`src/rtl/adc_seq_pkg.sv`:
```
// Package: shared types of the ADC start/track/convert sequencer.
// Assumes: the start-source encoding is fixed by the host control field.
package adc_seq_pkg;

    typedef enum logic [1:0] {
        SRC_SW  = 2'b00,
        SRC_T3  = 2'b01,
        SRC_PIN = 2'b10,
        SRC_T2  = 2'b11
    } start_src_e;

    typedef enum logic [1:0] {
        ST_IDLE  = 2'b00,
        ST_TRACK = 2'b01,
        ST_CONV  = 2'b10
    } seq_state_e;

endpackage

```
`src/rtl/sar_tick_gen.sv`:
```
// Module: sar_tick_gen
// Divides the system clock into a one-cycle SAR clock enable.
// Assumes: the phase restarts whenever run is low, so the first tick comes
// exactly DIV cycles after run rises.
module sar_tick_gen #(
    parameter int DIV = 4
) (
    input  logic clk,
    input  logic rst_n,
    input  logic run,
    output logic tick
);
    generate
        if (DIV <= 1) begin : g_pass
            // Purpose: every cycle is a SAR tick.
            assign tick = run;
        end else begin : g_div
            localparam int CW = $clog2(DIV);
            localparam logic [CW-1:0] LAST = CW'(DIV - 1);
            logic [CW-1:0] cnt_q;

            // Purpose: free-running divider count, held at 0 while idle.
            always_ff @(posedge clk) begin
                if (!rst_n || !run) begin
                    cnt_q <= '0;
                end else if (cnt_q == LAST) begin
                    cnt_q <= '0;
                end else begin
                    cnt_q <= cnt_q + 1'b1;
                end
            end

            assign tick = run && (cnt_q == LAST);

            // ticks are spaced by DIV cycles, never back to back
            p_tick_gap_r3: assert property (@(posedge clk) disable iff (!rst_n)
                tick |=> !tick)
                else $error("SAR ticks on consecutive cycles");
        end
    endgenerate
endmodule

```
`src/rtl/start_select.sv`:
```
// Module: start_select
// Synchronises the external start pin, finds its rising edge, and picks the
// start event named by the source select.
// Assumes: timer and software starts are already one-cycle synchronous pulses.
module start_select
    import adc_seq_pkg::*;
(
    input  logic       clk,
    input  logic       rst_n,
    input  logic       en,
    input  start_src_e src,
    input  logic       sw_start,
    input  logic       tmr3_ovf,
    input  logic       tmr2_ovf,
    input  logic       ext_pin,
    output logic       start_evt,
    output logic       pin_level
);
    logic sync1_q, sync2_q, prev_q;
    logic pin_rise;

    // Purpose: two-flop synchroniser plus one delay flop for edge detection.
    always_ff @(posedge clk) begin
        if (!rst_n) begin
            sync1_q <= 1'b0;
            sync2_q <= 1'b0;
            prev_q  <= 1'b0;
        end else begin
            sync1_q <= ext_pin;
            sync2_q <= sync1_q;
            prev_q  <= sync2_q;
        end
    end

    assign pin_rise  = sync2_q && !prev_q;
    assign pin_level = sync2_q;

    // Purpose: multiplex the selected source and gate it with the enable.
    always_comb begin
        unique case (src)
            SRC_SW:  start_evt = sw_start;
            SRC_T3:  start_evt = tmr3_ovf;
            SRC_PIN: start_evt = pin_rise;
            SRC_T2:  start_evt = tmr2_ovf;
            default: start_evt = 1'b0;
        endcase
        start_evt = start_evt && en;
    end

    // an edge is only reported after the pin has been seen high twice
    p_rise_after_two_r6: assert property (@(posedge clk) disable iff (!rst_n)
        pin_rise |-> $past(sync1_q))
        else $error("pin edge without synchronised history");
endmodule

```
`src/rtl/seq_fsm.sv`:
```
// Module: seq_fsm
// Idle / track / convert sequencer with the sticky completion flag.
// Assumes: tick is a one-cycle enable whose phase restarts when the FSM
// leaves idle; start_evt is already gated by the enable.
module seq_fsm
    import adc_seq_pkg::*;
#(
    parameter int RES_W       = 10,
    parameter int TRACK_TICKS = 3
) (
    input  logic       clk,
    input  logic       rst_n,
    input  logic       en,
    input  logic       lptrack,
    input  start_src_e src,
    input  logic       start_evt,
    input  logic       tick,
    input  logic       pin_level,
    input  logic       done_clr,
    output logic       run,
    output logic       busy,
    output logic       tracking,
    output logic       capture,
    output logic       done
);
    localparam int MAXT = (RES_W > TRACK_TICKS) ? RES_W : TRACK_TICKS;
    localparam int CW   = $clog2(MAXT + 1);
    localparam logic [CW-1:0] TRK_LAST = CW'(TRACK_TICKS - 1);
    localparam logic [CW-1:0] CNV_LAST = CW'(RES_W - 1);

    seq_state_e state_q;
    logic [CW-1:0] cnt_q;
    logic phased;

    assign phased  = lptrack && (src != SRC_PIN);
    assign capture = en && (state_q == ST_CONV) && tick && (cnt_q == CNV_LAST);
    assign run     = (state_q != ST_IDLE);
    assign busy    = run;

    // Purpose: advance the phase state and its tick count.
    always_ff @(posedge clk) begin
        if (!rst_n || !en) begin
            state_q <= ST_IDLE;
            cnt_q   <= '0;
        end else begin
            unique case (state_q)
                ST_IDLE: begin
                    cnt_q <= '0;
                    if (start_evt) begin
                        state_q <= phased ? ST_TRACK : ST_CONV;
                    end
                end
                ST_TRACK: begin
                    if (tick) begin
                        if (cnt_q == TRK_LAST) begin
                            cnt_q   <= '0;
                            state_q <= ST_CONV;
                        end else begin
                            cnt_q <= cnt_q + 1'b1;
                        end
                    end
                end
                ST_CONV: begin
                    if (tick) begin
                        if (cnt_q == CNV_LAST) begin
                            cnt_q   <= '0;
                            state_q <= ST_IDLE;
                        end else begin
                            cnt_q <= cnt_q + 1'b1;
                        end
                    end
                end
                default: begin
                    state_q <= ST_IDLE;
                    cnt_q   <= '0;
                end
            endcase
        end
    end

    // Purpose: sticky completion flag; a completion wins over a clear.
    always_ff @(posedge clk) begin
        if (!rst_n) begin
            done <= 1'b0;
        end else if (capture) begin
            done <= 1'b1;
        end else if (done_clr) begin
            done <= 1'b0;
        end
    end

    // Purpose: tracking request for the sampler in each track mode.
    always_comb begin
        if (!en) begin
            tracking = 1'b0;
        end else if (!lptrack) begin
            tracking = (state_q == ST_IDLE);
        end else if (src == SRC_PIN) begin
            tracking = (state_q == ST_IDLE) && !pin_level;
        end else begin
            tracking = (state_q == ST_TRACK);
        end
    end

    // a disabled converter is idle on the next cycle
    p_off_idle_r1: assert property (@(posedge clk) disable iff (!rst_n)
        !en |=> !busy)
        else $error("busy while disabled");

    // completion flag only rises as busy falls
    p_done_on_fall_r7: assert property (@(posedge clk) disable iff (!rst_n)
        $rose(done) |-> $fell(busy))
        else $error("done set without busy falling");

    // flag holds until cleared
    p_done_hold_r7: assert property (@(posedge clk) disable iff (!rst_n)
        (done && !done_clr) |=> done)
        else $error("done dropped without clear");

    // a sequence starts only from a selected, enabled event
    p_start_from_event_r2: assert property (@(posedge clk) disable iff (!rst_n)
        $rose(busy) |-> $past(start_evt))
        else $error("sequence started without event");

    // the pin source never uses the fixed tracking phase
    p_pin_no_phase_r5: assert property (@(posedge clk) disable iff (!rst_n)
        (lptrack && src == SRC_PIN && $stable(src) && $stable(lptrack) && !$past(run))
            |-> state_q != ST_TRACK)
        else $error("pin source entered tracking phase");
endmodule

```
`src/rtl/result_fmt.sv`:
```
// Module: result_fmt
// Captures the converter word at completion and presents it right- or
// left-justified as a high and low byte.
// Assumes: RES_W <= OUT_W and OUT_W is even.
module result_fmt #(
    parameter int RES_W = 10,
    parameter int OUT_W = 16
) (
    input  logic               clk,
    input  logic               rst_n,
    input  logic               capture,
    input  logic [RES_W-1:0]   raw_in,
    input  logic               ljust,
    output logic [OUT_W/2-1:0] res_hi,
    output logic [OUT_W/2-1:0] res_lo
);
    localparam int PAD  = OUT_W - RES_W;
    localparam int HALF = OUT_W / 2;

    logic [RES_W-1:0] raw_q;
    logic [OUT_W-1:0] wide, word;

    // Purpose: hold the last completed result.
    always_ff @(posedge clk) begin
        if (!rst_n) begin
            raw_q <= '0;
        end else if (capture) begin
            raw_q <= raw_in;
        end
    end

    // Purpose: zero-extend, then shift up for left justification.
    always_comb begin
        wide = '0;
        wide[RES_W-1:0] = raw_q;
        word = ljust ? (wide << PAD) : wide;
    end

    assign res_hi = word[OUT_W-1:HALF];
    assign res_lo = word[HALF-1:0];

    // right-justified output carries no bits above the result width
    p_right_pad_r8: assert property (@(posedge clk) disable iff (!rst_n)
        !ljust |-> ({res_hi, res_lo} >> RES_W) == '0)
        else $error("right-justified result has high bits set");
endmodule

```
`src/rtl/adc_seq_ctrl.sv`:
```
// Module: adc_seq_ctrl (top)
// Start-trigger selection, track/convert sequencing and result formatting
// for a successive-approximation converter.
// Assumes: control levels come from a host register held elsewhere;
// sw_start is the one-cycle pulse of a host write of 1 to the busy bit.
module adc_seq_ctrl
    import adc_seq_pkg::*;
#(
    parameter int RES_W       = 10,
    parameter int OUT_W       = 16,
    parameter int SAR_DIV     = 4,
    parameter int TRACK_TICKS = 3
) (
    input  logic               clk,
    input  logic               rst_n,
    input  logic               cfg_en,
    input  logic               cfg_lptrack,
    input  logic [1:0]         cfg_src,
    input  logic               cfg_ljust,
    input  logic               sw_start,
    input  logic               done_clr,
    input  logic               tmr3_ovf,
    input  logic               tmr2_ovf,
    input  logic               ext_start,
    input  logic [RES_W-1:0]   sar_result,
    output logic               busy,
    output logic               done_flag,
    output logic               tracking,
    output logic [OUT_W/2-1:0] res_hi,
    output logic [OUT_W/2-1:0] res_lo
);
    start_src_e src;
    logic start_evt, pin_level, run, tick, capture;

    assign src = start_src_e'(cfg_src);

    start_select u_src (
        .clk       (clk),
        .rst_n     (rst_n),
        .en        (cfg_en),
        .src       (src),
        .sw_start  (sw_start),
        .tmr3_ovf  (tmr3_ovf),
        .tmr2_ovf  (tmr2_ovf),
        .ext_pin   (ext_start),
        .start_evt (start_evt),
        .pin_level (pin_level)
    );

    sar_tick_gen #(.DIV(SAR_DIV)) u_tick (
        .clk   (clk),
        .rst_n (rst_n),
        .run   (run),
        .tick  (tick)
    );

    seq_fsm #(.RES_W(RES_W), .TRACK_TICKS(TRACK_TICKS)) u_fsm (
        .clk       (clk),
        .rst_n     (rst_n),
        .en        (cfg_en),
        .lptrack   (cfg_lptrack),
        .src       (src),
        .start_evt (start_evt),
        .tick      (tick),
        .pin_level (pin_level),
        .done_clr  (done_clr),
        .run       (run),
        .busy      (busy),
        .tracking  (tracking),
        .capture   (capture),
        .done      (done_flag)
    );

    result_fmt #(.RES_W(RES_W), .OUT_W(OUT_W)) u_fmt (
        .clk     (clk),
        .rst_n   (rst_n),
        .capture (capture),
        .raw_in  (sar_result),
        .ljust   (cfg_ljust),
        .res_hi  (res_hi),
        .res_lo  (res_lo)
    );
endmodule

```
`config.mk`:
```
export PLATFORM = sky130hd
export DESIGN_NAME = adc_seq_ctrl
export DESIGN_NICKNAME = d
export VERILOG_FILES = /design/src/rtl/adc_seq_pkg.sv /design/src/rtl/sar_tick_gen.sv /design/src/rtl/start_select.sv /design/src/rtl/seq_fsm.sv /design/src/rtl/result_fmt.sv /design/src/rtl/adc_seq_ctrl.sv
export SDC_FILE = /design/constraint.sdc
export NUM_CORES = 1
export LEC_CHECK = 0
export BUFFER_PORTS_ARGS = -buffer_cell sky130_fd_sc_hd__buf_2
export CORE_MARGIN = 10
export CORE_UTILIZATION = 50
export CTS_CLUSTER_SIZE = 25
export DETAILED_ROUTE_END_ITERATION = 10
export GPL_TIMING_DRIVEN = 0
export PLACE_DENSITY = 0.8
export REMOVE_ABC_BUFFERS = 1
export SLEW_MARGIN = 20
export SYNTH_ARGS = -nofsm -noshare
export SYNTH_HDL_FRONTEND = slang
export SYNTH_SLANG_ARGS = --single-unit
export TNS_END_PERCENT = 100
```
`constraint.sdc`:
```
create_clock -name clk -period 5.7 [get_ports clk]
set_clock_uncertainty 0.1 [all_clocks]
set_input_delay 1.425 -clock clk [delete_from_list [all_inputs] [get_ports clk]]
set_output_delay 1.425 -clock clk [all_outputs]
set_load 0.02 [all_outputs]
```
# Word-level counts from Yosys, hierarchy flattened
# Cells that the tools add are included.
# classes
n_reduce_logical,22
eq_ne,14
n_addsub,2
n_mux,19
# op_table
op,count
16-bit 2-to-1 mux,1
4-bit 2-to-1 mux,4
2-bit 2-to-1 mux,6
2-bit equality test (second input constant),4
1-bit logical AND,8
4-bit case mux with 2 select lines,1
2-bit by 1-bit inequality test with 1-bit output (second input constant),3
2-bit inequality test (second input constant),3
2-bit case mux with 3 select lines,1
1-bit zero test,5
1-bit 2-to-1 mux,5
5-bit AND reduction,1
4-bit by 1-bit adder with 4-bit output (second input constant),1
2-bit by 1-bit equality test with 1-bit output (second input constant),2
4-bit by 2-bit equality test with 1-bit output (second input constant),1
4-bit equality test (second input constant),1
2-bit zero test,2
1-bit case mux with 4 select lines,1
2-bit nonzero test,2
2-bit by 1-bit adder with 2-bit output (second input constant),1
1-bit logical OR,2
2-bit AND reduction,1
2-bit OR reduction,1
# totals
register_bits,22
inputBits,22
wordCells,65

# Depth between registers and ports, before layout
# logic_depth
word_depth,6
ltp_mapped,7

# Cells and area by module
# A second synthesis with hierarchy kept.
# unflattened
cells_unflattened,123
hier_area_um2,1209.9
# modules_own_cells
mod,cells_each,instances,area_each_um2
result_fmt,49,1,531.8
seq_fsm,58,1,475.5
start_select,10,1,118.9
sar_tick_gen,6,1,83.8

# Worst setup path before layout
# OpenSTA, ideal clock, no wires.
# synth_path
kind,input -> output
startpoint,input cfg_src[0]
endpoint,output tracking
t_arrival_ns,2.194
required_time_ns,4.175
path_stages,4
setup_slack_ns,1.981
cell_sequence,nand2b_1 -> a211oi_1 -> a31oi_1 -> nor2b_1
# synth_via
elab_chain_cells,4
# synth_rtl
element,line_no,rtl
start: declaration,adc_seq_ctrl.sv:18,"input logic [1:0] cfg_src,"
2-bit equality test,seq_fsm.sv:98,end else if (src == SRC_PIN) begin
1-bit 2-to-1 mux,seq_fsm.sv:98,
1-bit 2-to-1 mux,seq_fsm.sv:96,end else if (!lptrack) begin
1-bit 2-to-1 mux,seq_fsm.sv:94,if (!en) begin
end: declaration,adc_seq_ctrl.sv:28,"output logic tracking,"
# Every way passes these cells.

# Final worst setup path
# Ends and elaborated chain as after synthesis.

==> qor.csv <==
stage,metric,value,unit
status,status,finished clean,
drt,detailed-route wire length per cell,14.3,µm
synthesis,Mapped Area,1240,µm²
layout,Antenna Diode Count,0,
placement,dpl cells,199,
layout,layout cells sized above 1,31.8,%
timing,Fmax,258,MHz
global_route,Global Route Usage Sum,11.6,%
clocking,cts bufs inserted,3,
drt,DRC,0,
global_route,largest net degree at the start of global routing,19,
timing,Setup Total Neg Slack,0,ns
layout,most frequent cells in the layout,"buf_2, dfxtp_1, nor2b_1",
synthesis,post-synthesis compound-gate area fraction,9.77,%
timing,final hold vios,0,
synthesis,largest family of logic cells by synthesized area,simple AND/OR/NAND/NOR gates,
placement,Final Wtd Congestion,0.848,
timing,Worst-Margin Slew,0.370,ns
timing,final worst path period share,68.1,%
clocking,Clock Sinks,22,
floorplan,Rows,18,
power,Static Leak,0.637,nW
layout,"leading cell type in the layout, fill and taps excluded",buf_2,
worst_setup_path,r2r setup slk,3.42,ns
clocking,CTS max path bufs,2,
placement,DP Wirelength,2.30,mm
worst_hold_path,class of the tightest hold or removal check,flop to flop,
drt,wire length on met1,1.20,mm
timing,RSZ-0062 raised after global routing,false,
synthesis,mux cell area share after synthesis,14.2,%
power,Switch Pwr,0.0640,mW
synthesis,"Seq/Total Area, Yosys",35.4,%
timing,max-slew violations,0,
drt,DRT Wirelength,2.91,mm
synthesis,Synth Instances,135,
worst_setup_path,CP required,4.18,ns
synthesis,Post-Synth XOR/XNOR Area,0,%
global_route,grt ovf,0,
floorplan,Chip Height,69.9,µm
power,worst vdd ir,0.000236,V
clocking,CTS tree,built,
worst_setup_path,crit path capture type,output port,
layout,Final Net Count,200,
synthesis,Post-Synth Simple-Gate Area,32.2,%
layout,Post-Layout Cell Count,203,
drt,Routed Antenna Nets,0,
clocking,post-CTS setup buffers,0,
power,areal power density over the cells,203,nW/µm²
global_route,vias in the first global route,1119,
clocking,"Clk pin slew, worst setup/hold paths",0.12,ns
synthesis,number of flops mapped to enable cells by yosys,0,
floorplan,Initial Utilization,51.1,%
drt,top layer in use,met4,
synthesis,Adder-Cell Fraction of Synth Area,4.03,%
layout,"Core Util, Final",61.9,%
layout,Syn-to-layout area delta,21.2,%
drt,Met3 Wirelength,134,µm
placement,port bufs,40,
drt,drt pass-1 iters,4,
global_route,first-pass GRT wire length,4.94,mm
power,Clock power frac,38.9,%
timing,Worst slew margin,75.1,%
synthesis,register bit count reported by yosys,22,
clocking,Post-CTS Resized,0,
floorplan,I/O pin cnt,41,
synthesis,predominant post-synthesis flop cell,dfxtp_1,
worst_setup_path,Critical R2R Capture,u_fmt.raw_q[6],
worst_setup_path,Worst EP arrival,2.36,ns
drt,DR WL met2,1.55,mm
worst_setup_path,Critical Path Source Type,primary input,
worst_setup_path,CP Class,primary input to output port,
timing,Final Setup Violations,0,
clocking,root buffer cell,clkbuf_4,
worst_setup_path,FF-to-FF Start,u_fsm.state_q[0],
flow_run,max-cap viol count,0,
drt,number of vias in the routed layout,1077,
power,P_int,0.241,mW
worst_hold_path,hold depth,1,
clocking,H-tree depth,1,
global_route,initial antenna violation count,0,
floorplan,Placeable Area,2430,µm²
synthesis,post-synth cell types,39,
drt,vias per inst,5.31,
power,Comb pwr share,9.9,%
synthesis,Synth Area per Inst,9.20,µm²
drt,DRT iter0 DRCs,21,
power,switch share,21.0,%
power,Flop pwr share,51.3,%
worst_setup_path,worst setup path start,cfg_src[0],
worst_setup_path,reg2reg path depth,8,
worst_setup_path,CP Max Fanout,4,
floorplan,Die W,69.9,µm
timing,min cycle time layout,3.88,ns
synthesis,Async SR Flop Fraction,0,%
worst_setup_path,Setup crit end,tracking,
clocking,hold buffers post-CTS,0,
floorplan,die area,4880,µm²
clocking,Worst-Skew Late Latency,0.31,ns
synthesis,Syn. warnings,0,
-- cell families (layout without fill, tap and decap cells) --
family	count (synthesis)	in the layout
AOI/OAI and AO/OA	18	18
adders and majority gates	4	4
buffers and inverters	11	49
DFF	22	22
muxes	17	17
and+or+nand+nor	63	63
-- registers in the layout (all words and copies together), names as in the netlist --
register            cells
u_src.pin_level         1
u_fmt.raw_q            10
u_src.sync1_q           1
u_tick.g_div.cnt_q      2
u_fsm.state_q           2
u_fsm.cnt_q             4
u_src.prev_q            1
u_fsm.done              1
-- synth_stat cells (all sizes together), types with 4 or more instances --
master  count  area [µm²]
dfxtp      22         440
nor2b      18         113
and2       14        87.6
mux2i      12         120
nand2       8        30.0
a21oi       7        35.0
mux2        5        56.3
buf         4        27.5
clkbuf      4        15.0
ha          4        50.1
nand3       4        20.0
-- layer usage --
metal	vias up	GRT usage, %
li1	546	-
met1	503	12.1
met2	26	21.8
met3	2	3.11
met4	0	3.29
met5	-	0
-- worst min-delay path by stage --
stage                                       end                   from
after detailed placement  u_tick.g_div.cnt_q[0]  u_tick.g_div.cnt_q[0]
after CTS                       u_src.pin_level          u_src.sync1_q
after global routing      u_tick.g_div.cnt_q[0]  u_tick.g_div.cnt_q[0]
after global placement    u_tick.g_div.cnt_q[0]  u_tick.g_div.cnt_q[0]
final                           u_src.pin_level          u_src.sync1_q
after floorplan           u_tick.g_div.cnt_q[0]  u_tick.g_div.cnt_q[0]
-- power by group through the flow --
| stage | clock [mW] | sequential [mW] | combinational, mW |
|---|---|---|---|
| after floorplan | 0 | 0.159 | 0.0159 |
| after detailed placement | 0 | 0.160 | 0.0302 |
| after CTS | 0.122 | 0.156 | 0.0305 |
| after global placement | 0 | 0.160 | 0.0291 |
| after global routing | 0.129 | 0.157 | 0.0333 |
| final | 0.119 | 0.156 | 0.0302 |
-- metrics by stage --
stage                     hold slack [ns]  total power [mW]  setup slack (ns)  instance area (µm²)
after floorplan                     0.305             0.175              1.98                 1200
after global routing                0.376             0.319              1.74                 1510
after CTS                           0.359             0.309              1.80                 1510
after global placement              0.315             0.189              1.55                 1440
after detailed placement            0.323             0.190              1.81                 1450
final                               0.355             0.305              1.82                 1510
-- critical path: stages --
cell,delay (ns)
buf_2,0.12
nand2b_1,0.19
a211oi_1,0.27
a31oi_1,0.07
nor2b_1,0.11
buf_2,0.17
-- area by class of cell --
class | count | area [µm²]
Fill cell | 210 | 926
Multi-Input combinational cell | 102 | 754
Sequential cell | 22 | 440
Timing Repair Buffer | 42 | 210
Tap cell | 30 | 37.5
Clock inverter | 1 | 30.0
Clock buffer | 3 | 22.5
Inverter | 3 | 11.3
Note: power is estimated with default switching activity, not from simulation.
